--- config.mk ---
export PLATFORM = sky130hd
export DESIGN_NAME = tas_sync_bank
export DESIGN_NICKNAME = d
export VERILOG_FILES = /design/src/rtl/tas_pkg.sv /design/src/rtl/tas_addr_decode.sv /design/src/rtl/tas_port_ctrl.sv /design/src/rtl/tas_arbiter.sv /design/src/rtl/tas_lock_store.sv /design/src/rtl/tas_sync_bank.sv
export SDC_FILE = /design/constraint.sdc
export NUM_CORES = 1
export LEC_CHECK = 0
export CAP_MARGIN = 20
export CORE_MARGIN = 4
export CORE_UTILIZATION = 50
export CTS_CLUSTER_SIZE = 30
export DETAILED_ROUTE_END_ITERATION = 10
export PLACE_DENSITY_LB_ADDON = 0.05
export SYNTH_ARGS = -nofsm -noshare
export SYNTH_HDL_FRONTEND = slang
export SYNTH_SLANG_ARGS = --single-unit
--- constraint.sdc ---
create_clock -name clk_i -period 13.5 [get_ports clk_i]
set_input_delay 4.05 -clock clk_i [delete_from_list [all_inputs] [get_ports clk_i]]
set_output_delay 4.05 -clock clk_i [all_outputs]
set_load 0.05 [all_outputs]
--- src/rtl/tas_pkg.sv ---
package tas_pkg;
  localparam int unsigned NUM_PORTS = 2;

  typedef enum logic {
    PH_IDLE = 1'b0,
    PH_HOLD = 1'b1
  } tas_phase_e;
endpackage

--- src/rtl/tas_addr_decode.sv ---
module tas_addr_decode #(
  parameter int unsigned ADDR_W = 32,
  parameter int unsigned IDX_W  = 4,
  parameter logic [ADDR_W-1:0] WIN_BASE = 32'hFFFF_FFE0
) (
  input  logic [ADDR_W-1:0] addr_i,
  output logic              hit_o,
  output logic [IDX_W-1:0]  idx_o
);
  // The window spans 2**IDX_W bytes, aligned on its own size.
  assign hit_o = (addr_i[ADDR_W-1:IDX_W] == WIN_BASE[ADDR_W-1:IDX_W]);
  assign idx_o = addr_i[IDX_W-1:0];
endmodule

--- src/rtl/tas_port_ctrl.sv ---
module tas_port_ctrl
  import tas_pkg::*;
#(
  parameter int unsigned DATA_W = 32,
  parameter int unsigned IDX_W  = 4
) (
  input  logic              clk_i,
  input  logic              rst_ni,
  input  logic              valid_i,
  input  logic              write_i,
  input  logic [DATA_W-1:0] wdata_i,
  input  logic              hit_i,
  input  logic [IDX_W-1:0]  idx_i,
  input  logic              grant_i,
  input  logic [DATA_W-1:0] lock_rd_i,
  input  logic              mem_ready_i,
  input  logic [DATA_W-1:0] mem_rdata_i,
  output logic              want_o,
  output logic              hold_o,
  output logic [IDX_W-1:0]  hold_idx_o,
  output logic              we_o,
  output logic [DATA_W-1:0] we_data_o,
  output logic              ready_o,
  output logic [DATA_W-1:0] rdata_o,
  output logic              stall_o,
  output logic              mem_valid_o
);
  localparam logic [DATA_W-1:0] SET_WORD = {{(DATA_W-1){1'b0}}, 1'b1};

  tas_phase_e        phase_q;
  logic [DATA_W-1:0] old_q;
  logic [IDX_W-1:0]  hold_idx_q;
  logic              tas_start, store_go;

  assign hold_o     = (phase_q == PH_HOLD);
  assign hold_idx_o = hold_idx_q;
  assign want_o     = valid_i & hit_i & ~hold_o;
  assign tas_start  = grant_i & ~write_i;
  assign store_go   = grant_i & write_i;

  // A test-and-set stores the one on its first edge; the port then owns the word.
  assign we_o      = grant_i;
  assign we_data_o = write_i ? wdata_i : SET_WORD;

  assign ready_o     = hit_i ? (hold_o | store_go) : mem_ready_i;
  assign rdata_o     = hit_i ? old_q : mem_rdata_i;
  assign stall_o     = valid_i & ~ready_o;
  assign mem_valid_o = valid_i & ~hit_i;

  always_ff @(posedge clk_i) begin
    if (!rst_ni) begin
      phase_q    <= PH_IDLE;
      old_q      <= '0;
      hold_idx_q <= '0;
    end else if (tas_start) begin
      phase_q    <= PH_HOLD;
      old_q      <= lock_rd_i;
      hold_idx_q <= idx_i;
    end else if (hold_o && valid_i) begin
      phase_q <= PH_IDLE;
    end
  end

  // the cycle that starts a test-and-set never completes it.
  assert_first_cycle_stalls_R2: assert property (@(posedge clk_i) disable iff (!rst_ni)
    tas_start |-> !ready_o);

  // a held test-and-set finishes on the following edge.
  assert_hold_one_cycle_R2: assert property (@(posedge clk_i) disable iff (!rst_ni)
    (hold_o && valid_i) |=> !hold_o);
endmodule

--- src/rtl/tas_arbiter.sv ---
module tas_arbiter
  import tas_pkg::*;
#(
  parameter int unsigned IDX_W = 4
) (
  input  logic                           clk_i,
  input  logic                           rst_ni,
  input  logic [NUM_PORTS-1:0]           want_i,
  input  logic [NUM_PORTS-1:0][IDX_W-1:0] idx_i,
  input  logic [NUM_PORTS-1:0]           hold_i,
  input  logic [NUM_PORTS-1:0][IDX_W-1:0] hold_idx_i,
  output logic [NUM_PORTS-1:0]           grant_o
);
  logic blocked0, blocked1, same_word;

  // A word owned by the other port's test-and-set is off limits.
  assign blocked0  = hold_i[1] && (hold_idx_i[1] == idx_i[0]);
  assign blocked1  = hold_i[0] && (hold_idx_i[0] == idx_i[1]);
  assign same_word = (idx_i[0] == idx_i[1]);

  // Port 0 has fixed priority on a same-cycle clash.
  assign grant_o[0] = want_i[0] & ~blocked0;
  assign grant_o[1] = want_i[1] & ~blocked1 & ~(grant_o[0] & same_word);

  // the two ports never hold the same word at once.
  assert_single_owner_R7: assert property (@(posedge clk_i) disable iff (!rst_ni)
    !(hold_i[0] && hold_i[1] && (hold_idx_i[0] == hold_idx_i[1])));
endmodule

--- src/rtl/tas_lock_store.sv ---
module tas_lock_store
  import tas_pkg::*;
#(
  parameter int unsigned DATA_W = 32,
  parameter int unsigned LOCKS  = 16,
  parameter int unsigned IDX_W  = 4
) (
  input  logic                            clk_i,
  input  logic                            rst_ni,
  input  logic [NUM_PORTS-1:0]            we_i,
  input  logic [NUM_PORTS-1:0][IDX_W-1:0]  idx_i,
  input  logic [NUM_PORTS-1:0][DATA_W-1:0] wdata_i,
  output logic [NUM_PORTS-1:0][DATA_W-1:0] rdata_o
);
  logic [DATA_W-1:0] locks [LOCKS];

  for (genvar i = 0; i < LOCKS; i++) begin : g_word
    always_ff @(posedge clk_i) begin
      if (!rst_ni) begin
        locks[i] <= '0;
      end else if (we_i[0] && (idx_i[0] == IDX_W'(i))) begin
        locks[i] <= wdata_i[0];
      end else if (we_i[1] && (idx_i[1] == IDX_W'(i))) begin
        locks[i] <= wdata_i[1];
      end
    end
  end

  for (genvar p = 0; p < NUM_PORTS; p++) begin : g_rd
    assign rdata_o[p] = locks[idx_i[p]];
  end

  logic              last_we_q;
  logic [IDX_W-1:0]  last_idx_q;
  logic [DATA_W-1:0] last_data_q;

  always_ff @(posedge clk_i) begin
    if (!rst_ni) begin
      last_we_q   <= 1'b0;
      last_idx_q  <= '0;
      last_data_q <= '0;
    end else begin
      last_we_q   <= we_i[0] | we_i[1];
      last_idx_q  <= we_i[0] ? idx_i[0] : idx_i[1];
      last_data_q <= we_i[0] ? wdata_i[0] : wdata_i[1];
    end
  end

  // arbitration never lets both ports write one word in a cycle.
  assert_no_double_write_R6: assert property (@(posedge clk_i) disable iff (!rst_ni)
    !(we_i[0] && we_i[1] && (idx_i[0] == idx_i[1])));

  // a granted write is visible in the word on the next cycle.
  assert_write_lands_R5: assert property (@(posedge clk_i) disable iff (!rst_ni)
    last_we_q |-> (locks[last_idx_q] == last_data_q));
endmodule

--- src/rtl/tas_sync_bank.sv ---
module tas_sync_bank
  import tas_pkg::*;
#(
  parameter int unsigned ADDR_W = 32,
  parameter int unsigned DATA_W = 32,
  parameter int unsigned LOCKS  = 16,
  parameter logic [ADDR_W-1:0] WIN_BASE = 32'hFFFF_FFE0
) (
  input  logic                   clk_i,
  input  logic                   rst_ni,
  input  logic [1:0]             req_valid_i,
  output logic [1:0]             req_ready_o,
  input  logic [1:0]             req_write_i,
  input  logic [1:0][ADDR_W-1:0] req_addr_i,
  input  logic [1:0][DATA_W-1:0] req_wdata_i,
  output logic [1:0][DATA_W-1:0] rsp_rdata_o,
  output logic [1:0]             stall_o,
  output logic [1:0]             mem_valid_o,
  input  logic [1:0]             mem_ready_i,
  output logic [1:0]             mem_write_o,
  output logic [1:0][ADDR_W-1:0] mem_addr_o,
  output logic [1:0][DATA_W-1:0] mem_wdata_o,
  input  logic [1:0][DATA_W-1:0] mem_rdata_i
);
  localparam int unsigned IDX_W = $clog2(LOCKS);

  logic [NUM_PORTS-1:0]             hit, want, hold, grant, we;
  logic [NUM_PORTS-1:0][IDX_W-1:0]  idx, hold_idx;
  logic [NUM_PORTS-1:0][DATA_W-1:0] we_data, lock_rd;

  for (genvar p = 0; p < NUM_PORTS; p++) begin : g_port
    tas_addr_decode #(
      .ADDR_W(ADDR_W), .IDX_W(IDX_W), .WIN_BASE(WIN_BASE)
    ) u_dec (
      .addr_i(req_addr_i[p]), .hit_o(hit[p]), .idx_o(idx[p])
    );

    tas_port_ctrl #(.DATA_W(DATA_W), .IDX_W(IDX_W)) u_ctrl (
      .clk_i       (clk_i),
      .rst_ni      (rst_ni),
      .valid_i     (req_valid_i[p]),
      .write_i     (req_write_i[p]),
      .wdata_i     (req_wdata_i[p]),
      .hit_i       (hit[p]),
      .idx_i       (idx[p]),
      .grant_i     (grant[p]),
      .lock_rd_i   (lock_rd[p]),
      .mem_ready_i (mem_ready_i[p]),
      .mem_rdata_i (mem_rdata_i[p]),
      .want_o      (want[p]),
      .hold_o      (hold[p]),
      .hold_idx_o  (hold_idx[p]),
      .we_o        (we[p]),
      .we_data_o   (we_data[p]),
      .ready_o     (req_ready_o[p]),
      .rdata_o     (rsp_rdata_o[p]),
      .stall_o     (stall_o[p]),
      .mem_valid_o (mem_valid_o[p])
    );

    // a word stays taken for the whole of a test-and-set.
    assert_held_word_taken_R7: assert property (@(posedge clk_i) disable iff (!rst_ni)
      (hold[p] && req_valid_i[p]) |-> (lock_rd[p] != '0));

    // forwarded traffic never coexists with a lock operation on its port.
    assert_passthrough_clean_R1: assert property (@(posedge clk_i) disable iff (!rst_ni)
      mem_valid_o[p] |-> !hold[p]);
  end

  assign mem_write_o = req_write_i;
  assign mem_addr_o  = req_addr_i;
  assign mem_wdata_o = req_wdata_i;

  tas_arbiter #(.IDX_W(IDX_W)) u_arb (
    .clk_i      (clk_i),
    .rst_ni     (rst_ni),
    .want_i     (want),
    .idx_i      (idx),
    .hold_i     (hold),
    .hold_idx_i (hold_idx),
    .grant_o    (grant)
  );

  tas_lock_store #(.DATA_W(DATA_W), .LOCKS(LOCKS), .IDX_W(IDX_W)) u_store (
    .clk_i   (clk_i),
    .rst_ni  (rst_ni),
    .we_i    (we),
    .idx_i   (idx),
    .wdata_i (we_data),
    .rdata_o (lock_rd)
  );
endmodule

* Word level (Yosys, flattened, before mapping)
Memory sizes are Yosys's and may differ from the RTL's. A register that Yosys moved wholly into a read port is not among the register bits.
Cells that the tools add are included.
Widths: inputs -> output; s select.
** Word-level totals
- Register bits :: 10
- Memory bits (writable) :: 512
- Bits of input ports :: 200
- Word-level logic and storage cells :: 298
- Memories :: 1
** Memories
- u_store.locks :: depth 16, width 32, rd ports 2, clocked after Yosys merged registers in 2, write ports 16, line tas_lock_store.sv:15 : logic [DATA_W-1:0] locks [LOCKS];
** Operators by class
- Equal/unequal tests :: 35
- Mux-type cells :: 155
- Bitwise gates (word level) :: 61
- Reduce and logical (&&, ||, !) cells :: 42
** Operator list (count)
- $mux 32 :: 36
- $mux 1 :: 119
- $eq 4x4->1 const B :: 16
- $eq 28x28->1 const B :: 2
- $logic_and 1x1->1 :: 36
- $or 1x1->1 :: 34
- $eq 4x3->1 const B :: 8
- $and 1x1->1 :: 16
- $eq 4x2->1 const B :: 4
- $eq 4x4->1 :: 3
- $not 1->1 :: 11
- $eq 4x1->1 const B :: 2
- $logic_not 4->1 :: 2
- $reduce_bool 2->1 :: 2
- $logic_not 1->1 :: 2

* Depth between registers and ports, before layout
Gate-level depths: netlist of the first run.
- Depth in word-level cells :: 13
- Depth in mapped cells :: 10

* Modules after synthesis
Synthesis of the first run repeated with hierarchy kept, for this count alone.
** Unflattened totals
- Cell total of the unflattened synthesis :: 2556
- Area, all modules :: 34456.8 µm²
** Modules (own cells, without submodules)
- tas_lock_store :: instances 1, cells an instance 1901, area each 29082.9 µm², sequential area each 15374.7 µm²
- tas_port_ctrl :: instances 2, cells an instance 240, area each 2023.2 µm², sequential area each 740.7 µm²
- tas_sync_bank :: instances 1, cells an instance 130, area each 975.9 µm², sequential area each 0.0 µm²
- tas_addr_decode :: instances 2, cells an instance 13, area each 100.1 µm², sequential area each 0.0 µm²
- tas_arbiter :: instances 1, cells an instance 19, area each 151.4 µm², sequential area each 0.0 µm²

* Worst setup path before layout of the first run
No wires, ideal clock.
- Kind :: in2out
- From :: in req_addr_i[4] (netlist name)
- To :: out stall_o[1]
- Data arrival time :: 5854 ps
- Data required time :: 9450 ps
- Slack :: 3596 ps
- Cell stages on the path :: 9
- Path buffers :: 3
- Cells stage by stage :: nand4b_1 > nor4_4 > nand2_2 > o311ai_2 > buf_4 > buf_2 > o21ai_0 > nor2_1 > buf_4
** Between the ends
- Longest elaborated chain between the ends :: 12
** RTL lines
- start, declared :: line tas_sync_bank.sv:14 : input logic [1:0][ADDR_W-1:0] req_addr_i,
- $eq 28x28->1 :: line tas_addr_decode.sv:11 : assign hit_o = (addr_i[ADDR_W-1:IDX_W] == WIN_BASE[ADDR_W-1:IDX_W]);
- $and 1x1->1 (2 in series) :: line tas_port_ctrl.sv:37 : assign want_o = valid_i & hit_i & ~hold_o;
- $and 1x1->1 :: line tas_arbiter.sv:22 : assign grant_o[0] = want_i[0] & ~blocked0;
- $and 1x1->1 :: line tas_arbiter.sv:23 : assign grant_o[1] = want_i[1] & ~blocked1 & ~(grant_o[0] & same_word);
- $not 1->1 :: line tas_arbiter.sv:23
- $and 1x1->1 :: line tas_arbiter.sv:23
- $and 1x1->1 :: line tas_port_ctrl.sv:39 : assign store_go = grant_i & write_i;
- $or 1x1->1 :: line tas_port_ctrl.sv:45 : assign ready_o = hit_i ? (hold_o | store_go) : mem_ready_i;
- $mux 1 :: line tas_port_ctrl.sv:45
- named net g_port[1].u_ctrl.ready_o :: line tas_port_ctrl.sv:23 : output logic ready_o,
- $not 1->1 :: line tas_port_ctrl.sv:47 : assign stall_o = valid_i & ~ready_o;
- $and 1x1->1 :: line tas_port_ctrl.sv:47
- end, declared :: line tas_sync_bank.sv:17 : output logic [1:0] stall_o,
The timed path passes the listed nets, and every way through them passes these cells.

* Worst setup path in the final report of the first run
- From :: in req_addr_i[24] (netlist name)
- To :: out stall_o[1]
** Between the ends
- Longest elaborated chain between the ends :: 12
** RTL lines (line)
- $eq 28x28->1 :: tas_addr_decode.sv:11
- $and 1x1->1 (2 in series) :: tas_port_ctrl.sv:37
- $and 1x1->1 :: tas_arbiter.sv:22
- $and 1x1->1 :: tas_arbiter.sv:23
- $not 1->1 :: tas_arbiter.sv:23
- $and 1x1->1 :: tas_arbiter.sv:23
- $and 1x1->1 :: tas_port_ctrl.sv:39
- $or 1x1->1 :: tas_port_ctrl.sv:45
- $mux 1 :: tas_port_ctrl.sv:45
- $not 1->1 :: tas_port_ctrl.sv:47
- $and 1x1->1 :: tas_port_ctrl.sv:47
No other way between the ends.

==> metrics.log, run 1 <==
INFO  metric result_of_the_run = completed
INFO  metric regToRegEndpoint = u_store.locks[2][2]
INFO  metric final_cell_mix = 512 x sky130_fd_sc_hd__edfxtp_1, 392 x sky130_fd_sc_hd__clkdlybuf4s50_1, 378 x sky130_fd_sc_hd__o22ai_1
INFO  metric power_density = between 100 and 150 nW/um^2
INFO  metric synth-seq-area-share = 48.95%
INFO  metric avgRoutedWirePerCell = 38.51 microns
INFO  metric crit_path_start = req_addr_i[24]
INFO  metric placementRows = 95
INFO  metric worstPathArrival = 7.82 ns
INFO  metric synth.ff_latch_count = approximately 600
INFO  metric fillCellCount = 5326
INFO  metric worst_ir_drop_vdd = between 0.00008 and 0.00009 V
INFO  metric async_reset_ff_share = 0%
INFO  metric worstReg2RegStart = g_port[0].u_ctrl.hold_o
INFO  metric global_route_wire_length_before_repair = about 210000 microns
INFO  metric cts_hold_buf = 0
INFO  metric synthTopCellsByArea = sky130_fd_sc_hd__edfxtp_1 45%, sky130_fd_sc_hd__mux4_2 17%, sky130_fd_sc_hd__o22ai_1 6.9%
INFO  metric routed_via_density = 7.819
INFO  metric insertion_delay = approximately 0.6 ns
INFO  metric gp_routability_congestion = 0.9564
INFO  metric cts.sink_count = 586
INFO  metric via_count = 29740
INFO  metric r2r_slack = 8.65 ns
INFO  metric cts_inserted_buffers = 66
INFO  metric route.detailed.drc = 0
INFO  metric hold_end = g_port[1].u_ctrl.old_q[18]
INFO  metric worst_slew_margin_rel = 15.61%
INFO  metric layout.cells.most_common = sky130_fd_sc_hd__edfxtp_1
INFO  metric clk_path_buf_depth = 3
INFO  metric detailedPlacementHpwl = 85450 microns
INFO  metric worstHoldPathCells = 2
INFO  metric setup-tns-final = 0 ns
INFO  metric cts.reportedPaths.clkPinSlew = 0.06 ns
INFO  metric synthesis.area_per_instance = 12.25 sq um
INFO  metric netlist_area = 34440 sq um
INFO  metric slew_violations = 0
INFO  metric synth.distinct_cells = 52
INFO  metric grt_usage = between 30% and 40%
INFO  metric worstHoldPathType = register to register
INFO  metric design_power_total = 4.660 mW
INFO  metric ff2ff_path_depth = 7
INFO  metric critPathKind = primary input to output pin
INFO  metric synth.yosys.warnings = 0
INFO  metric final_antenna_net_count = 0
INFO  metric critPathLaunchType = primary input
INFO  metric antenna_violations_before_repair = 7
INFO  metric design.portCount = 400
INFO  metric total_leakage_power = 12.07 nW
INFO  metric netlist.top_cell.by_area = sky130_fd_sc_hd__edfxtp_1
INFO  metric final.period_utilization = 87.94%
INFO  metric worst_max_slew_pin_slew = around 1.3 ns
INFO  metric finClkSkew = just over 0.02 ns
INFO  metric crit_path_max_fanout = 35
INFO  metric floorplan.die.width = ~270 microns
INFO  metric first_global_vias = 29310
INFO  metric cts-htree-levels = 3
INFO  metric fmaxAchievable = 84.23 MHz
INFO  metric synth_top_cell_area_share = 44.65%
INFO  metric die-height = approximately 270 microns
INFO  metric drive_gt1_share = a little under a fifth
INFO  metric cpPeakStageDelay = between 0.8 and 0.9 ns
INFO  metric final_util = 59.18%
INFO  metric cpMaxStageDelayCell = sky130_fd_sc_hd__clkdlybuf4s50_1
INFO  metric timing_hold_violations_final = 0
INFO  metric yosys_most_used_dff = sky130_fd_sc_hd__edfxtp_1
INFO  metric post_cts_resize_count = 0
INFO  metric growth_of_design_area_from_synthesis_to_finish = 16.43%
INFO  metric cts_tree = done
INFO  metric timing.hold.worst.start = g_port[1].u_ctrl.old_q[18]
INFO  metric numPortBuffers = between 300 and 400
INFO  metric cpMostUsedCell = sky130_fd_sc_hd__clkdlybuf4s50_1
INFO  metric finalSetupViolCount = 0
INFO  metric initialDrtViolationCount = 5086
INFO  metric critPathCaptureType = output pin
INFO  metric core-area = 67750 sq um
INFO  metric cells_along_the_critical_path = clkdlybuf4s50_1 > nand4_1 > nor3_1 > nand2_2 > o311ai_4 > o21ai_0 > nor2_1 > clkdlybuf4s50_1
INFO  metric final_nets = 3078
INFO  metric worstPathRequired = about 9.5 ns
INFO  metric postSynthNetCount = 3011
INFO  metric first_pass_detailed_route_iteration_total = 8
INFO  metric grt_max_degree = 129
INFO  metric unrepaired_setup_endpoints_after_global_routing = false
INFO  metric grt-ovfl-total = 0
INFO  metric postRouteWirelength = 146500 microns
INFO  metric post-cts-setup-buffer-count = 0
INFO  metric synth_edf_count = between 500 and 600
INFO  metric clock_tree.root_cell = sky130_fd_sc_hd__clkbuf_16
INFO  metric initial_standard_cell_utilization_of_the_core = 50.83%
INFO  metric die_area = about 73000 sq um
INFO  metric max_cap_violations = 0
INFO  metric finalWorstPathRequiredPeriod = 11.87 ns
INFO  metric netlist_instances = 2811
-- critical path, delay by kind of cell --
kind / cells / cell delay, ns
and+or+nand+nor: 4 / 1.71
AOI/OAI and AO/OA: 2 / 0.68
buffers and inverters: 2 / 1.37
-- routing by layer --
metal	GRT usage (%)	share of wire, %	wire length, microns	vias up
met5	1.316	0.099	145	-
met4	20.61	6.3	9183	5
met1	47.34	33	48050	14630
met3	13.39	16	22870	602
li1	-	-	-	11570
met2	60.06	45	66260	2931
-- state kept, by name, summed over array words and instances, names as in the netlist --
signal and count:
g_port.u_ctrl.hold_idx_o 8, g_port.u_ctrl.hold_o 2, g_port.u_ctrl.old_q 64, u_store.locks 512
-- report_power, final --
group | switching (mW) | leakage, nW | internal, mW | total (mW)
logic | 0.486 | 5.59 | 0.282 | 0.768
registers | 0.0444 | 5.45 | 2.05 | 2.09
clock network | 0.759 | 1.03 | 1.04 | 1.80
-- Yosys cell counts, types with 6 or more instances --
master,n
sky130_fd_sc_hd__buf_2,101
sky130_fd_sc_hd__mux2_2,64
sky130_fd_sc_hd__a221oi_1,32
sky130_fd_sc_hd__and2_1,36
sky130_fd_sc_hd__edfxtp_1,512
sky130_fd_sc_hd__buf_4,143
sky130_fd_sc_hd__xor2_1,7
sky130_fd_sc_hd__nor2_1,24
sky130_fd_sc_hd__o22ai_1,378
sky130_fd_sc_hd__buf_1,56
sky130_fd_sc_hd__dfxtp_1,74
sky130_fd_sc_hd__a22o_1,32
sky130_fd_sc_hd__nand2_1,310
sky130_fd_sc_hd__nand2b_1,7
sky130_fd_sc_hd__a21oi_1,6
sky130_fd_sc_hd__clkbuf_1,167
sky130_fd_sc_hd__mux4_2,256
sky130_fd_sc_hd__buf_6,11
sky130_fd_sc_hd__o21ai_0,10
sky130_fd_sc_hd__o211ai_1,6
sky130_fd_sc_hd__nor3_1,9
sky130_fd_sc_hd__nand3_1,271
sky130_fd_sc_hd__nand4_1,12
sky130_fd_sc_hd__a22oi_1,64
sky130_fd_sc_hd__o32ai_1,166
sky130_fd_sc_hd__a31oi_1,6
-- per-stage QoR --
step,setup slack (ns),cells,cell area (sq um),hold WS (ns)
floorplan,3.596,2811,34440,0.4274
global placement,1.709,3679,37910,0.4423
detailed placement,1.650,3683,38000,0.4468
CTS,1.605,3799,40080,0.4569
global route,1.472,3802,40090,0.4700
finish,1.628,3804,40100,0.4534
-- cells by family after synthesis --
| family | after synthesis | share of synthesized area, % |
|---|---|---|
| and+or+nand+nor | 690 | 9.265 |
| xor gates and xnor gates | 12 | 0.3052 |
| buffers and inverters | 484 | 7.441 |
| muxes | 325 | 18.98 |
| DFF | 586 | 48.95 |
| AOI/OAI and AO/OA | 714 | 15.06 |
-- cell type report --
class	instances	area, sq um	area share [%]
diodes	5	12.51	0.03121
clock buffers	95	1878	4.684
inverters	6	22.52	0.05617
multi-input cells	1741	15380	38.36
repair buffers	477	4647	11.59
well taps	873	1092	2.724
flip-flops and latches	586	16860	42.04
clock inverters	21	207.7	0.5180
-- worst max path at each step --
stage,end,slack (ns),depth (start not counted)
floorplan,stall_o[1],3.60,9
global placement,stall_o[1],1.71,8
detailed placement,stall_o[1],1.65,8
CTS,stall_o[1],1.61,8
global route,stall_o[1],1.47,8
finish,stall_o[1],1.63,8
Note: power is estimated with default switching activity, not from simulation.
==> inputs of run 2 (changes only) <==
Settings changed: CTS_BUF_LIST set to sky130_fd_sc_hd__clkbuf_4.
==> metrics.log, run 2 (same netlist as run 1, synthesis figures left out) <==
INFO  metric placementRows = 95
INFO  metric place_area = between 30000 and 40000 sq um
INFO  metric detailedPlacementHpwl = 85450 microns
INFO  metric route.detailed.drc = 0
INFO  metric register_cell_area_after_layout = 16860 sq um
INFO  metric gp_routability_congestion = 0.9564
INFO  metric multi_input_area = between 15000 and 20000 sq um
INFO  metric drive_gt1_share = 23.13%
INFO  metric critPathCaptureType = output pin
INFO  metric grt_max_degree = 129
INFO  metric crit_path_max_fanout = 35
INFO  metric pre_cts_ws = 1.650 ns
INFO  metric postRouteWirelength = 147200 microns
INFO  metric layout.cell_area.non_filler = 40020 sq um
INFO  metric grt-ovfl-total = 0
INFO  metric cts.sink_count = 586
INFO  metric worstPathRequired = roughly 9.5 ns
INFO  metric worst_slew_margin_rel = 15.00%
INFO  metric clk_path_buf_depth = 3
INFO  metric initial_standard_cell_utilization_of_the_core = 50.83%
INFO  metric first_pass_detailed_route_iteration_total = 7
INFO  metric fmaxAchievable = roughly 84 MHz
INFO  metric global_route_wire_length_before_repair = 206700 microns
INFO  metric slew_violations = 0
INFO  metric total_leakage_power = roughly 12 nW
INFO  metric fillCellCount = 5440
INFO  metric finalWorstPathRequiredPeriod = 11.86 ns
INFO  metric final_antenna_net_count = 0
INFO  metric critPathLaunchType = primary input
INFO  metric first_global_vias = 29930
INFO  metric growth_of_design_area_from_synthesis_to_finish = 16.22%
INFO  metric grt_usage = 38.85%
INFO  metric post_cts_resize_count = 0
INFO  metric largest-register = u_store.locks
INFO  metric max_cap_violations = 0
INFO  metric result_of_the_run = completed
INFO  metric largest_reg_flops = 512
INFO  metric setup-tns-final = 0 ns
INFO  metric die-height = 270.4 microns
INFO  metric worst_ir_drop_vdd = 0.00007391 V
INFO  metric post-cts-setup-buffer-count = 0
INFO  metric initialDrtViolationCount = 5116
INFO  metric cts.reportedPaths.clkPinSlew = roughly 0.060 ns
INFO  metric stdcell_count = ~4000
INFO  metric cts-htree-levels = 4
INFO  metric timing_hold_violations_final = 0
INFO  metric critPathKind = primary input to output pin
INFO  metric antenna_violations_before_repair = 13
INFO  metric core-area = 67750 sq um
INFO  metric final_nets = about 3200
INFO  metric die_area = 73140 sq um
INFO  metric placed_cells_incl_taps = 3683
INFO  metric final.period_utilization = 87.88%
INFO  metric finClkSkew = about 0.054 ns
INFO  metric finalSetupViolCount = 0
INFO  metric routed_via_density = 7.657
INFO  metric worstHoldPathType = register to register
INFO  metric cts_hold_buf = 0
INFO  metric avgRoutedWirePerCell = 37.08 microns
INFO  metric clock_tree.root_cell = sky130_fd_sc_hd__clkbuf_4
INFO  metric via_count = 30390
INFO  metric floorplan.die.width = 270.4 microns
INFO  metric cts_inserted_buffers = between 150 and 200
INFO  metric insertion_delay = around 1.0 ns
INFO  metric final_cell_mix = 512 x sky130_fd_sc_hd__edfxtp_1, 392 x sky130_fd_sc_hd__clkdlybuf4s50_1, 378 x sky130_fd_sc_hd__o22ai_1
INFO  metric layout.cells.most_common = sky130_fd_sc_hd__edfxtp_1
INFO  metric worstPathArrival = approximately 7.8 ns
INFO  metric cts_tree = done
INFO  metric unrepaired_setup_endpoints_after_global_routing = false
INFO  metric numPortBuffers = 399
INFO  metric finalWorstSetupSlack = 1.636 ns
INFO  metric design.portCount = 400
INFO  metric worst_max_slew_pin_slew = 1.275 ns
INFO  metric power_density = approximately 110 nW/um^2
## run 2: cell types whose count changed in the layout (fill, tap and decap cells not counted), sizes merged
| cell | change |
|---|---|
| clkbuf | +152 |
| bufinv | -3 |
| clkinv | +11 |
| inv | +1 |
| diode | +4 |
## run 2: worst paths after layout
check / start / endpoint / slack [ns] / cells past startpoint
worst max-delay path: req_addr_i[24] / stall_o[1] / 1.64 / 8
worst min-delay path: g_port[1].u_ctrl.old_q[1] / g_port[1].u_ctrl.old_q[1] / 0.45 / 2
worst max register to register: g_port[0].u_ctrl.hold_o / u_store.locks[2][7] / 8.64 / 7
worst min register to register: g_port[1].u_ctrl.old_q[1] / g_port[1].u_ctrl.old_q[1] / 0.45 / 2
## run 2: worst max-delay path: stages
cell and delay [ns]:
sky130_fd_sc_hd__clkdlybuf4s50_1 0.48, sky130_fd_sc_hd__nand4_1 0.22, sky130_fd_sc_hd__nor3_1 0.53, sky130_fd_sc_hd__nand2_2 0.67, sky130_fd_sc_hd__o311ai_4 0.49, sky130_fd_sc_hd__o21ai_0 0.18
sky130_fd_sc_hd__nor2_1 0.29, sky130_fd_sc_hd__clkdlybuf4s50_1 0.88
## run 2: routing by layer
| layer | vias up | track usage (%) | wire length [microns] |
|---|---|---|---|
| li1 | 11870 | - | - |
| met1 | 14780 | 47.17 | 47870 |
| met2 | 3079 | 59.49 | 66010 |
| met5 | - | 0.5263 | 31 |
| met4 | 6 | 23.03 | 9768 |
| met3 | 657 | 14.52 | 23510 |
## run 2: layout make-up
class	count	share of cell area, %
timing repair buffer	477	11.61
antenna	9	0.05627
inverter	6	0.05627
multi-input combinational	1741	38.43
tap	873	2.729
clock inverter	30	0.3658
clock buffer	247	4.633
sequential	586	42.12
## run 2: power by group
part / total [mW] / switching (mW) / internal (mW) / leakage (nW)
Clock: 1.63 / 0.785 / 0.844 / 1.21
Combinational: 0.769 / 0.487 / 0.282 / 5.59
Sequential: 2.09 / 0.0443 / 2.04 / 5.45
## run 2: per-stage QoR
| step | hold WS [ns] | utilization, % | power (mW) |
|---|---|---|---|
| 5_1_grt | 0.4699 | 59.05 | 4.600 |
| 3_5_place_dp | 0.4468 | 56.08 | 2.870 |
| 3_3_place_gp | 0.4423 | 55.96 | 2.854 |
| 4_1_cts | 0.4574 | 59.04 | 4.460 |
| 2_1_floorplan | 0.4274 | - | 2.567 |
| 6_report | 0.4528 | 59.07 | 4.486 |
